### src/rtl/osc_fault_pkg.sv
package osc_fault_pkg;
  localparam int unsigned NFLAG     = 4;
  localparam int unsigned STATUS_W  = 8;
  localparam int unsigned IDX_DCO   = 0;
  localparam int unsigned IDX_X1_LF = 1;
  localparam int unsigned IDX_X1_HF = 2;
  localparam int unsigned IDX_X2    = 3;
  typedef logic [NFLAG-1:0] flag_vec_t;
endpackage

### src/rtl/osc_edge_sync.sv
module osc_edge_sync #(
  parameter int unsigned STAGES = 2
) (
  input  logic clk_i,
  input  logic rst_ni,
  input  logic async_i,
  output logic edge_o
);
  logic [STAGES-1:0] sync_q;
  logic              prev_q;

  always_ff @(posedge clk_i or negedge rst_ni) begin
    if (!rst_ni) begin
      sync_q <= '0;
      prev_q <= 1'b0;
    end else begin
      sync_q <= {sync_q[STAGES-2:0], async_i};
      prev_q <= sync_q[STAGES-1];
    end
  end

  // any level change counts as activity
  assign edge_o = sync_q[STAGES-1] ^ prev_q;
endmodule

### src/rtl/osc_edge_watchdog.sv
module osc_edge_watchdog #(
  parameter int unsigned CNT_W = 8
) (
  input  logic             clk_i,
  input  logic             rst_ni,
  input  logic             edge_i,
  input  logic [CNT_W-1:0] limit_i,
  output logic             miss_o
);
  logic [CNT_W-1:0] gap_q;

  always_ff @(posedge clk_i or negedge rst_ni) begin
    if (!rst_ni)              gap_q <= '0;
    else if (edge_i)          gap_q <= '0;
    else if (gap_q < limit_i) gap_q <= gap_q + 1'b1;
  end

  // >= keeps the fault stable if the limit is lowered on the fly
  assign miss_o = !edge_i && (gap_q >= limit_i);
endmodule

### src/rtl/osc_flag_bank.sv
module osc_flag_bank
  import osc_fault_pkg::*;
(
  input  logic      clk_i,
  input  logic      rst_ni,
  input  flag_vec_t cause_i,
  input  flag_vec_t clr_i,
  input  logic      clr_all_i,
  output flag_vec_t flag_o,
  output logic      any_o
);
  flag_vec_t flag_q;
  logic      any_q;

  for (genvar i = 0; i < NFLAG; i++) begin : g_flag
    always_ff @(posedge clk_i or negedge rst_ni) begin
      if (!rst_ni)       flag_q[i] <= 1'b0;
      else if (clr_i[i]) flag_q[i] <= 1'b0;          // clear wins this cycle
      else if (cause_i[i]) flag_q[i] <= 1'b1;
    end
  end

  logic any_clr_ok;
  assign any_clr_ok = clr_all_i && (flag_q == '0);

  always_ff @(posedge clk_i or negedge rst_ni) begin
    if (!rst_ni)          any_q <= 1'b0;
    else if (|cause_i)    any_q <= 1'b1;
    else if (any_clr_ok)  any_q <= 1'b0;
  end

  assign flag_o = flag_q;
  assign any_o  = any_q;
endmodule

### src/rtl/osc_fault_monitor.sv
module osc_fault_monitor
  import osc_fault_pkg::*;
#(
  parameter int unsigned TAP_W       = 5,
  parameter int unsigned CNT_W       = 8,
  parameter int unsigned SYNC_STAGES = 2
) (
  input  logic             clk_i,
  input  logic             rst_ni,
  input  logic             xt1_clk_i,
  input  logic             xt2_clk_i,
  input  logic             xt1_hf_mode_i,
  input  logic [TAP_W-1:0] dco_tap_i,
  input  logic [CNT_W-1:0] timeout_i,
  input  logic [3:0]       clr_flag_i,
  input  logic             clr_all_i,
  output logic [7:0]       status_o,
  output logic             any_fault_o,
  output logic             xt1_valid_o,
  output logic             xt2_valid_o
);
  localparam int unsigned NXT = 2;
  localparam logic [TAP_W-1:0] TAP_MAX = {TAP_W{1'b1}};

  logic [NXT-1:0] xt_clk;
  logic [NXT-1:0] xt_edge;
  logic [NXT-1:0] xt_miss;
  assign xt_clk = {xt2_clk_i, xt1_clk_i};

  for (genvar i = 0; i < NXT; i++) begin : g_xt
    osc_edge_sync #(.STAGES(SYNC_STAGES)) u_sync (
      .clk_i  (clk_i),
      .rst_ni (rst_ni),
      .async_i(xt_clk[i]),
      .edge_o (xt_edge[i])
    );
    osc_edge_watchdog #(.CNT_W(CNT_W)) u_wdog (
      .clk_i  (clk_i),
      .rst_ni (rst_ni),
      .edge_i (xt_edge[i]),
      .limit_i(timeout_i),
      .miss_o (xt_miss[i])
    );
  end

  flag_vec_t cause;
  flag_vec_t flags;
  always_comb begin
    cause            = '0;
    cause[IDX_DCO]   = (dco_tap_i == '0) || (dco_tap_i == TAP_MAX);
    cause[IDX_X1_LF] = xt_miss[0] && !xt1_hf_mode_i;
    cause[IDX_X1_HF] = xt_miss[0] &&  xt1_hf_mode_i;
    cause[IDX_X2]    = xt_miss[1];
  end

  osc_flag_bank u_bank (
    .clk_i    (clk_i),
    .rst_ni   (rst_ni),
    .cause_i  (cause),
    .clr_i    (clr_flag_i),
    .clr_all_i(clr_all_i),
    .flag_o   (flags),
    .any_o    (any_fault_o)
  );

  assign status_o    = {{(STATUS_W-NFLAG){1'b0}}, flags};
  assign xt1_valid_o = xt1_hf_mode_i ? !flags[IDX_X1_HF] : !flags[IDX_X1_LF];
  assign xt2_valid_o = !flags[IDX_X2];
endmodule

### config.mk
export PLATFORM = sky130hd
export DESIGN_NAME = osc_fault_monitor
export DESIGN_NICKNAME = d
export VERILOG_FILES = /design/src/rtl/osc_fault_pkg.sv /design/src/rtl/osc_edge_sync.sv /design/src/rtl/osc_edge_watchdog.sv /design/src/rtl/osc_flag_bank.sv /design/src/rtl/osc_fault_monitor.sv
export SDC_FILE = /design/constraint.sdc
export NUM_CORES = 1
export LEC_CHECK = 0
export BUFFER_PORTS_ARGS = -buffer_cell sky130_fd_sc_hd__clkbuf_2
export CAP_MARGIN = 15
export CORE_MARGIN = 3
export CORE_UTILIZATION = 25
export DETAILED_ROUTE_END_ITERATION = 6
export PLACE_DENSITY = 0.47
export SLEW_MARGIN = 5
export SYNTH_ARGS = -nofsm -noshare
export SYNTH_HDL_FRONTEND = slang
export SYNTH_SLANG_ARGS = --single-unit
### constraint.sdc
create_clock -name clk_i -period 2.6 [get_ports clk_i]
set_input_delay 0.13 -clock clk_i [delete_from_list [all_inputs] [get_ports clk_i]]
set_output_delay 0.13 -clock clk_i [all_outputs]
set_load 0.01 [all_outputs]
**After elaboration in Yosys (flattened, before gate mapping)**

Cells that the tools add are included.

- Register bits: 27
- Bits of input ports: 23
- Output and inout bits: 11
- Logic and storage cells: 57

- $add $sub $neg: 2
- Magnitude comparators: 4
- Equal/unequal tests: 1
- Mux-type cells: 15
- Bitwise gates (word level): 2
- Reduce and logical (&&, ||, !) cells: 22

Operators with widths:

| operator | count |
|---|---|
| $mux W8 | 4 |
| $add A8 B1 Y8 const B | 2 |
| $ge A8 B8 Y1 | 2 |
| $lt A8 B8 Y1 | 2 |
| $reduce_bool A2 Y1 | 7 |
| $mux W1 | 11 |
| $logic_not A1 Y1 | 6 |
| $eq A5 B5 Y1 const B | 1 |
| $logic_and A1 B1 Y1 | 5 |
| $logic_not A5 Y1 | 1 |
| $logic_not A4 Y1 | 1 |
| $reduce_or A4 Y1 | 1 |
| $xor A1 B1 Y1 | 2 |
| $logic_or A1 B1 Y1 | 1 |

**Longest topological paths before layout**

- Depth in word-level cells: 6
- Depth in mapped cells: 8
- Mapped depth without buffers: 7

**Hierarchy**

From an unflattened synthesis, not the netlist that was laid out.

- Cell total of the unflattened synthesis: 187
- Area, all modules: 1762.9 sq um

Modules (own cells, without submodules):

| module | times used | cells each | area an instance (sq um) | sequential area each (sq um) |
|---|---|---|---|---|
| osc_edge_watchdog | 2 | 75 | 665.6 | 200.2 |
| osc_flag_bank | 1 | 17 | 180.2 | 125.1 |
| osc_edge_sync | 2 | 4 | 83.8 | 75.1 |
| osc_fault_monitor | 1 | 12 | 83.8 | 0.0 |

**Worst setup path after synthesis**

OpenSTA, ideal clock, no wires.

- Path kind: flip-flop to flip-flop
- Start: register g_xt[0].u_wdog.gap_q[1]
- End: register g_xt[0].u_wdog.gap_q[7]
- Setup time: 0.144 ns
- Arrival: 1.650 ns
- Required time: 2.456 ns
- Setup slack: 0.806 ns
- Cell stages (with the launch flop): 8
- Path buffers: 1
- Period minus slack after synthesis: 1.794 ns
- Cells stage by stage: dfrtp_1 > ha_1 > nor2b_1 > o211ai_2 > a21oi_2 > buf_2 > o41ai_1 > a21oi_1

- Longest elaborated chain between the ends: 3
- Elaborated cells on any way between the ends: 5
- Those cells by class: add/sub (1); order compare (1); mux (2); reduce/logical (1)

RTL lines:

| what | line | RTL |
|---|---|---|
| start, declared | osc_edge_watchdog.sv:10 | `logic [CNT_W-1:0] gap_q;` |
| start signal, assigned | osc_edge_watchdog.sv:15 | `else if (gap_q < limit_i) gap_q <= gap_q + 1'b1;` |
| $add A8 B1 Y8 | osc_edge_watchdog.sv:15 |  |
| $mux W8 | osc_edge_watchdog.sv:15 |  |
| $mux W8 | osc_edge_watchdog.sv:14 | `else if (edge_i) gap_q <= '0;` |

Several ways; a longest one is shown, not always the timed one. The select of a mux whose other input is x is not followed.
A chain may end at the register's enable or synchronous reset.

**Worst setup path in the final report**

- Start: register g_xt[0].u_wdog.gap_q[7]
- End: register u_bank.flag_q[1], in the netlist u_bank.flag_o[1]

- Longest elaborated chain between the ends: 4

RTL lines:

| what | line | RTL |
|---|---|---|
| $ge A8 B8 Y1 | osc_edge_watchdog.sv:19 | `assign miss_o = !edge_i && (gap_q >= limit_i);` |
| $logic_and A1 B1 Y1 | osc_edge_watchdog.sv:19 |  |
| $logic_and A1 B1 Y1 | osc_fault_monitor.sv:51 | `cause[IDX_X1_LF] = xt_miss[0] && !xt1_hf_mode_i;` |
| $reduce_bool A2 Y1 (no source line) | n/a |  |
| end signal, assigned by index | osc_flag_bank.sv:17 | `if (!rst_ni) flag_q[i] <= 1'b0;` |
| end signal, assigned by index | osc_flag_bank.sv:18 | `else if (clr_i[i]) flag_q[i] <= 1'b0;` |
| end signal, assigned by index | osc_flag_bank.sv:19 | `else if (cause_i[i]) flag_q[i] <= 1'b1;` |
| end, declared | osc_flag_bank.sv:12 | `flag_vec_t flag_q;` |

No other way between the ends.

==> summary.md <==
| Metric | Value |
|---|---|
| Final hold slack | 0.0296 ns |
| Crit end category | flop |
| Critical path cell sequence | ha_1 > nand2_1 > o21ai_1 > a21oi_1 > o31ai_1 |
| Initial antenna violation count | 0 |
| PostCTS Resize Cnt | 0 |
| DRT iter0 DRCs | 67 |
| Crit-path max FO | 11 |
| Crit path max-delay family | compound AO/OA/AOI/OAI gates |
| Ant. Diodes | 0 |
| Hold Path Class | input pin to flop |
| Clock slew at reported path FFs | 0.11 ns |
| Root Buffer | clkbuf_8 |
| Die ar. | 7800 um2 |
| Routed length per instance | 12.9 um |
| First-pass GRT wire length | 6.58 mm |
| Internal Power | 631 uW |
| Num CTS Buffers | 3 |
| Mapped Cells | 176 |
| Critical path type | flop to flop |
| Setup_tns | 0 ns |
| Worst path arrival time | 2.24 ns |
| P_sw | 265 uW |
| Clock Power Share | 29.0% |
| CTS tree | yes |
| Post-synth ARST share | 100% |
| Placed cell area | 1910 um2 |
| Max Fclk | 489 MHz |
| Peak supply drop | 0.000189 V |
| GRT Residual Overflow | 0 |
| Worst setup SP type | flop |
| Part of the power in registers | 52.7% |
| Die Y-Extent | 88.3 um |
| Clock tree buffer depth | 2 |
| Final #Nets | 254 |
| Layout Area Growth over Synthesis | 18.6% |
| Largest net degree at the start of global routing | 28 |
| Sequential-to-total area share from yosys stat | 39.9% |
| Post-synth cell types | 35 |
| Die width | 88.3 um |
| FF-to-FF path depth | 5 |
| Core area | 6460 um2 |
| YS warnings | 0 |
| Power share of the combinational group | 18.3% |
| End of the worst register-to-register path | u_bank.flag_o[1]$_DFFE_PN0P_ |
| GPL Wtd Cong | 0.755 |
| Power per cell area | 446 nW/um2 |
| Syn Std Cell Area | 1690 um2 |
| Synth Register Bits | 27 |
| CTS Hold Buffers Added | 5 |
| Final Max Tran Viols | 0 |
| Via Count | 1,430 |
| DRT Wirelength | 3.74 mm |
| Vias in the first global route | 1,411 |
| Global Route Usage Sum | 10.5% |
| Largest stage delay on the critical path | 0.61 ns |
| Status | finished clean |
| Hold Vio Cnt, Final | 0 |
| RSZ-0062 raised after global routing | no |
| Slew headroom | 49.0% |
| Buffers plus inverters on the worst setup path | 0 |
| Clock Latency Late Sink | 0.28 ns |
| Number of flops mapped to enable cells by yosys | 0 |
| Hold Crit Endpoint | u_bank.flag_o[2]$_DFFE_PN0P_ |
| Pre-Repair DR Iteration Count | 4 |
| DRC | 0 |
| Slowest stage cell, crit path | o21ai_1 |
| Clock Skew | 0.00716 ns |
| Num Clock Sinks | 27 |
| Critical R2R Launch | g_xt[0].u_wdog.gap_q[7]$_DFFE_PN0P_ |
| LEAKAGE | 0.000923 uW |
| H-tree depth | 1 |
| Worst Hold Path Cells | 2 |
| Period minus WS final | 2.05 ns |
| FP Rows | 29 |
| Max cap viols | 0 |
| Post-CTS Setup Bufs | 0 |
| Worst Max-Slew Pin Slew | 0.760 ns |
| Worst hold start | clr_flag_i[2] |
| Port Buffer Count | 29 |
| Hpwl dp | 2.82 mm |
| Fin crit share | 78.7% |
| Top_reg_cell synth | dfrtp_1 |
| Fin area | 2010 um2 |
| Antenna viol nets, final | 0 |
| Initial Util | 26.2% |
| Sw frac | 29.6% |
| Layout cell share with drive strength beyond 1 | 20.3% |
| Boundary Pins | 34 |
| # setup viols final | 0 |
| Mean Syn Cell Area | 9.63 um2 |
| Drt via density | 4.95 |
| Worst path required time | 2.79 ns |
| Reg2Reg Setup Slack | 0.55 ns |
[cells in the final DEF (no fill, tap or decap), drive strengths merged]
master and n:
nor2b 2, o211ai 4, nand2 8, or2 1
o22ai 1, a21o 1, o21a 2, nor3 1
a21oi 26, dfrtp 27, conb 4, dlygate4sd3 5
o21ai 11, xor2 2, nand4 8, a311oi 2
nor2 3, or3 6, o41ai 1, o31ai 7
inv 11, nand2b 2, and3 4, xnor2 2
or4b 1, or4 7, mux2i 1, nand3 9
ha 18, clkbuf 33, buf 2
[sequential cells by signal, indices dropped and copies added (netlist names)]
signal / flops
g_xt.u_sync.sync_q: 4
u_bank.any_o: 1
g_xt.u_sync.prev_q: 2
g_xt.u_wdog.gap_q: 16
u_bank.flag_o: 4
[layer usage]
layer / share of wire (%) / track usage (%) / up-vias
met5: 0 / 0 / -
met4: 1.2 / 3.02 / 0
met3: 5.2 / 2.23 / 5
met2: 41 / 15.4 / 35
met1: 53 / 15.6 / 659
li1: - / - / 731
[worst max path at each step]
stage | start | end | slack [ns] | cells after the start
final | g_xt[0].u_wdog.gap_q[7]$_DFFE_PN0P_ | u_bank.flag_o[1]$_DFFE_PN0P_ | 0.55 | 5
after global routing | g_xt[1].u_wdog.gap_q[3]$_DFFE_PN0P_ | g_xt[1].u_wdog.gap_q[7]$_DFFE_PN0P_ | 0.36 | 5
after CTS | g_xt[1].u_wdog.gap_q[3]$_DFFE_PN0P_ | g_xt[1].u_wdog.gap_q[5]$_DFFE_PN0P_ | 0.55 | 5
after detailed placement | g_xt[1].u_wdog.gap_q[3]$_DFFE_PN0P_ | g_xt[1].u_wdog.gap_q[5]$_DFFE_PN0P_ | 0.57 | 5
after global placement | g_xt[1].u_wdog.gap_q[3]$_DFFE_PN0P_ | g_xt[1].u_wdog.gap_q[3]$_DFFE_PN0P_ | 0.59 | 5
after floorplan | g_xt[0].u_wdog.gap_q[1]$_DFFE_PN0P_ | g_xt[0].u_wdog.gap_q[7]$_DFFE_PN0P_ | 0.81 | 7
[Yosys cell counts (4+ instances only)]
cell	number	area, um2
ha_1	18	225
nand4_1	8	50.1
nand3_1	8	40.0
inv_1	11	41.3
o21ai_0	9	45.0
and3_1	4	25.0
or3_1	6	37.5
a21oi_1	23	115
buf_4	5	37.5
o31ai_1	7	52.6
or4_1	7	52.6
dfrtp_1	27	676
nand2_1	8	30.0
[kinds of logic after synthesis]
| kind of cell | after synthesis | share of synthesized area (%) |
|---|---|---|
| simple gates | 52 | 18.3 |
| compound gates | 55 | 20.4 |
| xor+xnor | 4 | 2.07 |
| fa+ha+maj | 18 | 13.3 |
| buf+inv | 18 | 5.24 |
| flops | 27 | 39.9 |
| other cells | 1 | 0.221 |
| mux | 1 | 0.591 |
[cell type report]
type                       instances  area, um2
sequential                        27        676
inverter                          11       41.3
multi-input combinational        134        941
clock buffer                       4       45.0
fill                             687       4450
tap                               77       96.3
timing repair buffer              36        210
[metrics by stage]
stage	utilization, %	std cells	worst slack (ns)	power, uW
3_3_place_gp	29.6	280	0.589	641
6_report	31.1	289	0.554	896
5_1_grt	31.1	289	0.355	953
3_5_place_dp	29.6	280	0.568	642
4_1_cts	31.1	289	0.546	904
2_1_floorplan	-	179	0.806	583
[power groups by stage]
stage               clock, uW  sequential (uW)  combinational, uW
finish                    259              472                164
global route              283              478                193
CTS                       264              472                168
detailed placement          0              480                162
global placement            0              481                160
floorplan                   0              474                109
No activity file was read; power rests on OpenSTA's default activity.
